File: config.mk
export PLATFORM = sky130hd
export DESIGN_NAME = pcm_tx_fifo
export DESIGN_NICKNAME = d
export VERILOG_FILES = /design/src/rtl/pcm_txf_pkg.sv /design/src/rtl/pcm_txf_pack.sv /design/src/rtl/pcm_txf_banks.sv /design/src/rtl/pcm_txf_status.sv /design/src/rtl/pcm_tx_fifo.sv
export SDC_FILE = /design/constraint.sdc
export NUM_CORES = 1
export LEC_CHECK = 0
export BUFFER_PORTS_ARGS = -buffer_cell sky130_fd_sc_hd__buf_2
export CAP_MARGIN = 20
export CORE_MARGIN = 8
export CORE_UTILIZATION = 45
export DETAILED_ROUTE_END_ITERATION = 10
export SETUP_SLACK_MARGIN = 0.4
export SLEW_MARGIN = 5
export SYNTH_ARGS = -nofsm -noshare
export SYNTH_HDL_FRONTEND = slang
export SYNTH_HIERARCHICAL = 1
export SYNTH_SLANG_ARGS = --single-unit
File: constraint.sdc
create_clock -name clk -period 4.2 [get_ports clk]
set_input_delay 0 -clock clk [delete_from_list [all_inputs] [get_ports clk]]
set_output_delay 0 -clock clk [all_outputs]
set_load 0.005 [all_outputs]
File: src/rtl/pcm_txf_pkg.sv
package pcm_txf_pkg;
  localparam int SMP_W = 20;

  typedef enum logic [1:0] {
    SZ_16 = 2'd0,
    SZ_18 = 2'd1,
    SZ_20 = 2'd2,
    SZ_12 = 2'd3
  } smp_sz_e;

  typedef struct packed {
    logic       run;
    smp_sz_e    sz;
    logic       pack2;
    logic [1:0] slots;
  } txf_ctl_t;

  // Left-justify a whole host word into one sample
  function automatic logic [SMP_W-1:0] align_word(smp_sz_e sz, logic [31:0] w);
    logic [SMP_W-1:0] r;
    case (sz)
      SZ_12:   r = {w[11:0], 8'h00};
      SZ_16:   r = {w[15:0], 4'h0};
      SZ_18:   r = {w[17:0], 2'b00};
      default: r = w[19:0];
    endcase
    return r;
  endfunction

  // Left-justify one 16-bit half of a packed word
  function automatic logic [SMP_W-1:0] align_half(smp_sz_e sz, logic [15:0] h);
    logic [SMP_W-1:0] r;
    if (sz == SZ_12) r = {h[11:0], 8'h00};
    else             r = {h, 4'h0};
    return r;
  endfunction
endpackage

File: src/rtl/pcm_txf_pack.sv
module pcm_txf_pack
  import pcm_txf_pkg::*;
(
  input  smp_sz_e          sz,
  input  logic             pack2,
  input  logic [31:0]      word,
  output logic [SMP_W-1:0] s_first,
  output logic [SMP_W-1:0] s_second
);
  always_comb begin
    s_first  = pack2 ? align_half(sz, word[15:0]) : align_word(sz, word);
    s_second = align_half(sz, word[31:16]);
  end
endmodule

File: src/rtl/pcm_txf_banks.sv
module pcm_txf_banks
  import pcm_txf_pkg::*;
#(
  parameter int BANK_D = 4,
  parameter int BAW    = 2
) (
  input  logic                  clk,
  input  logic [1:0]            we,
  input  logic [1:0][BAW-1:0]   waddr,
  input  logic [1:0][SMP_W-1:0] wdata,
  input  logic [BAW-1:0]        raddr,
  output logic [1:0][SMP_W-1:0] rdata
);
  // Bank 0 holds even sample positions, bank 1 odd ones
  for (genvar b = 0; b < 2; b++) begin : g_bank
    logic [SMP_W-1:0] mem [BANK_D];
    always_ff @(posedge clk) begin
      if (we[b]) mem[waddr[b]] <= wdata[b];
    end
    assign rdata[b] = mem[raddr];
  end
endmodule

File: src/rtl/pcm_txf_status.sv
module pcm_txf_status #(
  parameter int DEPTH = 8,
  parameter int LW    = 4
) (
  input  logic          clk,
  input  logic          rst,
  input  logic          push,
  input  logic          pop,
  input  logic [LW-1:0] lvl_push,
  input  logic [LW-1:0] lvl_final,
  output logic          empty,
  output logic          half_empty,
  output logic          full,
  output logic          underrun
);
  localparam int HALF = DEPTH / 2;

  logic e_n, h_n, f_n, u_n;

  always_comb begin
    e_n = empty;
    h_n = half_empty;
    f_n = full;
    u_n = underrun;
    if (push) begin
      if (lvl_push != '0) begin
        e_n = 1'b0;
        u_n = 1'b0;
      end
      if (int'(lvl_push) >= HALF)  h_n = 1'b0;
      if (int'(lvl_push) >= DEPTH) f_n = 1'b1;
    end
    if (pop) begin
      f_n = 1'b0;
      if (int'(lvl_final) <= HALF) h_n = 1'b1;
      if (lvl_final == '0) begin
        e_n = 1'b1;
        u_n = 1'b1;
      end
    end
  end

  always_ff @(posedge clk) begin
    if (rst) begin
      empty      <= 1'b1;
      half_empty <= 1'b1;
      full       <= 1'b0;
      underrun   <= 1'b0;
    end else begin
      empty      <= e_n;
      half_empty <= h_n;
      full       <= f_n;
      underrun   <= u_n;
    end
  end
endmodule

File: src/rtl/pcm_tx_fifo.sv
module pcm_tx_fifo
  import pcm_txf_pkg::*;
#(
  parameter int DEPTH = 8
) (
  input  logic                   clk,
  input  logic                   rst,
  input  logic                   ctl_we,
  input  logic                   ctl_run,
  input  logic [1:0]             ctl_size,
  input  logic                   ctl_pack,
  input  logic [1:0]             ctl_slots,
  input  logic                   wr_en,
  input  logic [31:0]            wr_data,
  input  logic                   pair_ready,
  output logic                   pair_valid,
  output logic [SMP_W-1:0]       pair_left,
  output logic [SMP_W-1:0]       pair_right,
  output logic [$clog2(DEPTH):0] level,
  output logic                   st_empty,
  output logic                   st_half_empty,
  output logic                   st_full,
  output logic                   st_underrun
);
  localparam int AW     = $clog2(DEPTH);
  localparam int LW     = AW + 1;
  localparam int HALF   = DEPTH / 2;
  localparam int BANK_D = DEPTH / 2;
  localparam int BAW    = AW - 1;

  txf_ctl_t ctl_q;
  smp_sz_e  sz_in;
  logic     pack_ok;

  logic [LW-1:0]  level_q, lvl_push, lvl_final;
  logic [AW-1:0]  wr_ptr_q, ptr_next2;
  logic [BAW-1:0] rd_idx_q;
  logic           burst_q;

  logic           room, pop;
  logic [1:0]     n_acc;
  logic [SMP_W-1:0] s_first, s_second;

  logic [1:0]            b_we;
  logic [1:0][BAW-1:0]   b_waddr;
  logic [1:0][SMP_W-1:0] b_wdata;
  logic [1:0][SMP_W-1:0] b_rdata;

  // Control fields; packing is refused for the 18- and 20-bit codes
  assign sz_in   = smp_sz_e'(ctl_size);
  assign pack_ok = ctl_pack && (sz_in == SZ_16 || sz_in == SZ_12);

  always_ff @(posedge clk) begin
    if (rst) begin
      ctl_q <= '0;
    end else if (ctl_we) begin
      ctl_q.run   <= ctl_run;
      ctl_q.sz    <= sz_in;
      ctl_q.pack2 <= pack_ok;
      ctl_q.slots <= ctl_slots;
    end
  end

  // Codec side: start at half full, keep going while pairs remain
  assign pair_valid = ctl_q.run && (|ctl_q.slots) &&
                      ((int'(level_q) >= HALF) || (burst_q && int'(level_q) >= 2));
  assign pop        = pair_valid && pair_ready;

  // Host side acceptance
  assign room  = ctl_q.pack2 ? (int'(level_q) + 2 < DEPTH) : (int'(level_q) < DEPTH);
  assign n_acc = (wr_en && room) ? (ctl_q.pack2 ? 2'd2 : 2'd1) : 2'd0;

  assign lvl_push  = level_q + LW'(n_acc);
  assign lvl_final = lvl_push - (pop ? LW'(2) : LW'(0));
  assign ptr_next2 = wr_ptr_q + AW'(1);

  pcm_txf_pack u_pack (
    .sz       (ctl_q.sz),
    .pack2    (ctl_q.pack2),
    .word     (wr_data),
    .s_first  (s_first),
    .s_second (s_second)
  );

  // Route each new sample to the bank chosen by its position parity
  always_comb begin
    b_we    = '0;
    b_waddr = '0;
    b_wdata = '0;
    if (n_acc != 2'd0) begin
      b_we[wr_ptr_q[0]]    = 1'b1;
      b_waddr[wr_ptr_q[0]] = wr_ptr_q[AW-1:1];
      b_wdata[wr_ptr_q[0]] = s_first;
    end
    if (n_acc == 2'd2) begin
      b_we[ptr_next2[0]]    = 1'b1;
      b_waddr[ptr_next2[0]] = ptr_next2[AW-1:1];
      b_wdata[ptr_next2[0]] = s_second;
    end
  end

  pcm_txf_banks #(.BANK_D(BANK_D), .BAW(BAW)) u_banks (
    .clk   (clk),
    .we    (b_we),
    .waddr (b_waddr),
    .wdata (b_wdata),
    .raddr (rd_idx_q),
    .rdata (b_rdata)
  );

  always_ff @(posedge clk) begin
    if (rst) begin
      level_q  <= '0;
      wr_ptr_q <= '0;
      rd_idx_q <= '0;
      burst_q  <= 1'b0;
    end else begin
      level_q  <= lvl_final;
      wr_ptr_q <= wr_ptr_q + AW'(n_acc);
      if (pop) rd_idx_q <= rd_idx_q + BAW'(1);
      burst_q  <= pop;
    end
  end

  pcm_txf_status #(.DEPTH(DEPTH), .LW(LW)) u_status (
    .clk        (clk),
    .rst        (rst),
    .push       (wr_en),
    .pop        (pop),
    .lvl_push   (lvl_push),
    .lvl_final  (lvl_final),
    .empty      (st_empty),
    .half_empty (st_half_empty),
    .full       (st_full),
    .underrun   (st_underrun)
  );

  assign pair_left  = b_rdata[0];
  assign pair_right = b_rdata[1];
  assign level      = level_q;
endmodule

==> results.sh <==
export IMPL_die_y_um=152
export IMPL_gr_total_overflow=0
export IMPL_setup_violations=0
export IMPL_synth_edf_count=160
export IMPL_rows=49
export IMPL_drive_gt1_frac=0.343
export IMPL_netlist_area_leader_share=0.578
export IMPL_clock_latency_ps=430
export IMPL_yosysSeqAreaShare=0.626
export IMPL_first_iter_violations=331
export IMPL_dp_hpwl_um=13200
export IMPL_p_per_area_nw_per_um2=434
export IMPL_crit_path_start="level[3]$_SDFF_PP0_"
export IMPL_die_w_um=152
export IMPL_cts_buffers=17
export IMPL_ios=92
export IMPL_end_kind="register"
export IMPL_holdWs_ps=146
export IMPL_use_met2=0.280
export IMPL_drtPass1Iterations=5
export IMPL_grt_pass1_vias=5176
export IMPL_met1_usage=0.218
export IMPL_avgSynthCellArea_sq_um=16.6
export IMPL_clock_skew_ps=7.07
export IMPL_finalSetupTns_ps=0
export IMPL_slew_violations=0
export IMPL_hp_class="in -> reg"
export IMPL_p_leak_nw=3.50
export IMPL_io_buffers=91
export IMPL_rr_endpoint="u_status/empty$_SDFF_PP1_"
export IMPL_cts_buffer_depth=2
export IMPL_slew_headroom=0.290
export IMPL_syn_area_sq_um=8320
export IMPL_status="complete, no violations"
export IMPL_endpoint="u_status/empty$_SDFF_PP1_"
export IMPL_vias=4928
export IMPL_syn_inst=500
export IMPL_grt_max_degree=37
export IMPL_grt_pass1_wl_um=30500
export IMPL_min_period_ps=3180
export IMPL_routed_wl_um=19200
export IMPL_yosysWarningCount=6
export IMPL_remaining_drc_errors=0
export IMPL_worstPathMaxFanout=9
export IMPL_rsz0062_at_grt="false"
export IMPL_worstPathRequired_ps=4540
export IMPL_cts_max_level=4
export IMPL_fmax_ghz=0.315
export IMPL_power_total_mw=4.25
export IMPL_rrSetupSlack_ps=1020
export IMPL_cts_sinks=180
export IMPL_crit_arrival_ps=3510
export IMPL_start_kind="register"
export IMPL_ctsRootBufferMaster="clkbuf_16"
export IMPL_finalHoldViolations=0
export IMPL_syn2layout_area_growth_pct=17.8
export IMPL_synth_top_area_cell="edfxtp_1"
export IMPL_utilization=0.544
export IMPL_grt_busiest_layer="met2"
export IMPL_ant_nets=0
export IMPL_worstSetupPathType="reg -> reg"
export IMPL_nets=663
export IMPL_grt_use_total=0.170
export IMPL_synthDistinctLibCells=59
export IMPL_ys_ff_latch=180
export IMPL_max_cap_violations=0
export IMPL_core_area_sq_um=18000
export IMPL_fin_crit_sh=0.756
export IMPL_instances_no_fill=856
export IMPL_cts_hold_buf=21
export IMPL_place_congestion=0.825
export IMPL_worstRegToRegCells=10
export IMPL_regToRegStartpoint="level[3]$_SDFF_PP0_"
export IMPL_cts_tree="built"
export IMPL_tightestPinTransition_ps=1070
export IMPL_regArea_sq_um=5210
export IMPL_antenna_found_initial=1
export IMPL_dp_cells=801
export IMPL_nFillCells=1476
export IMPL_async_reset_ff_frac=0
export IMPL_vdd_ir_drop_max_mv=0.283
export IMPL_multi_input_area_sq_um=2800
export IMPL_routedWlPerCell_um=22.5
export IMPL_met3_usage=0.0339
export IMPL_start_util=0.461
export IMPL_clk_pin_slew_ps=70
export IMPL_viasPerCell=5.76
export IMPL_netlist_top_cells_area="edfxtp_1 (58%), mux4_2 (11%), dfxtp_1 (4.8%), a22o_1 (4.2%), mux2_2 (2.8%)"
export IMPL_cts_setup_buffers=0
export IMPL_ys_flop_type="edfxtp_1"
export IMPL_cts_resized_gates=0
export IMPL_dieArea_sq_um=23100
-- metal layers --
layer,wire (um),vias to the layer above
li1,-,2254
met1,8410,2515
met2,9750,136
met3,769,21
met4,282,2
met5,8,-
-- worst max-delay path, cell delays in order, from the launching register on --
cell	delay (ps)
dfxtp_1	430
nand2b_1	460
nor2_1	140
ha_1	240
inv_1	70
fa_1	440
ha_1	220
ha_1	210
xnor2_1	160
or4b_4	510
o221ai_1	210
-- cell families after synthesis --
group           share of synthesized area
other cells                      0.000451
mux                                 0.161
compound gates                     0.0987
simple gates                       0.0561
buf+inv                            0.0417
fa+ha+maj                          0.0123
xor+xnor                          0.00421
flops                               0.626
-- per-stage QoR --
| step | setup WS [ps] | instance area (sq um) |
|---|---|---|
| final | 1020 | 9800 |
| after floorplan | 1050 | 8330 |
| after detailed placement | 1070 | 8900 |
| after CTS | 1050 | 9780 |
| after global routing | 797 | 9800 |
| after global placement | 1180 | 8900 |
-- final cells by class --
class	instances	area share
flip-flops and latches	180	0.531
multi-input cells	275	0.285
repair buffers	127	0.0802
clock buffers	17	0.0434
well taps	229	0.0292
clock inverters	15	0.0254
inverters	12	0.00460
diodes	1	0.000255
-- flip-flops by register name, indices dropped and copies added (netlist names) --
register	count
wr_ptr_q	3
u_status/empty	1
level	4
ctl_q	6
u_status/underrun	1
rd_idx_q	2
u_status/half_empty	1
u_status/full	1
burst_q	1
u_banks/g_bank.mem	160
-- worst min-delay path by stage --
stage | from | to | slack, ps | cells past startpoint
global placement | ctl_slots[1] | ctl_q[1]$_SDFFE_PP0P_ | 240 | 3
detailed placement | ctl_run | ctl_q[5]$_SDFFE_PP0P_ | 250 | 3
CTS | wr_data[29] | u_banks/g_bank[1].mem[0][17]$_DFFE_PP_ | 120 | 3
finish | wr_data[30] | u_banks/g_bank[1].mem[3][18]$_DFFE_PP_ | 150 | 3
global route | wr_data[29] | u_banks/g_bank[1].mem[2][17]$_DFFE_PP_ | 150 | 3
floorplan | rst | rd_idx_q[0]$_SDFFE_PP0P_ | 70 | 1
-- Yosys cell counts, types with 2 or more instances --
| library cell | count |
|---|---|
| a211oi_1 | 4 |
| a21o_1 | 7 |
| a21oi_1 | 8 |
| a22o_1 | 40 |
| a22oi_1 | 2 |
| and2_1 | 7 |
| and3_1 | 2 |
| and3b_1 | 4 |
| buf_12 | 4 |
| buf_2 | 9 |
| buf_4 | 12 |
| buf_6 | 6 |
| clkbuf_1 | 5 |
| dfxtp_1 | 20 |
| edfxtp_1 | 160 |
| fa_1 | 2 |
| ha_1 | 5 |
| inv_1 | 11 |
| mux2_2 | 21 |
| mux2i_1 | 20 |
| mux4_2 | 40 |
| nand2_1 | 2 |
| nand2b_1 | 5 |
| nand3_1 | 2 |
| nor2_1 | 21 |
| nor2b_1 | 11 |
| nor3_1 | 4 |
| nor3b_1 | 4 |
| o21a_1 | 2 |
| o21ai_0 | 9 |
| o21bai_1 | 4 |
| o22a_1 | 2 |
| o22ai_1 | 14 |
| o32ai_1 | 2 |
| or2_1 | 2 |
| xnor2_1 | 4 |
-- placed cells by master, fill, tap and decap left out, types with 3 or more instances in the layout --
master and instances:
a211oi_1 4, dfxtp_1 18, conb_1 4, a21oi_1 8, buf_4 14, mux2_2 21
nor3b_2 3, inv_1 11, bufinv_16 6, o21bai_1 4, buf_2 91, o22ai_1 14
nand2b_1 5, edfxtp_1 160, a21o_1 7, ha_1 5, xnor2_1 4, mux4_2 40
nor2b_1 11, a22o_1 40, o21ai_0 9, mux2i_1 20, nor2_1 21, and2_1 7
nor3_1 4, inv_6 3, dlygate4sd3_1 21, clkbuf_16 17, and3b_1 4
-- where the power goes --
| group | switching (mW) | internal, mW | leakage [nW] |
|---|---|---|---|
| clock network | 0.671 | 1.12 | 0.321 |
| registers | 0.0267 | 2.02 | 1.64 |
| logic | 0.224 | 0.185 | 1.53 |
| total | 0.921 | 3.33 | 3.50 |
Power figures use the tool's default switching activity.
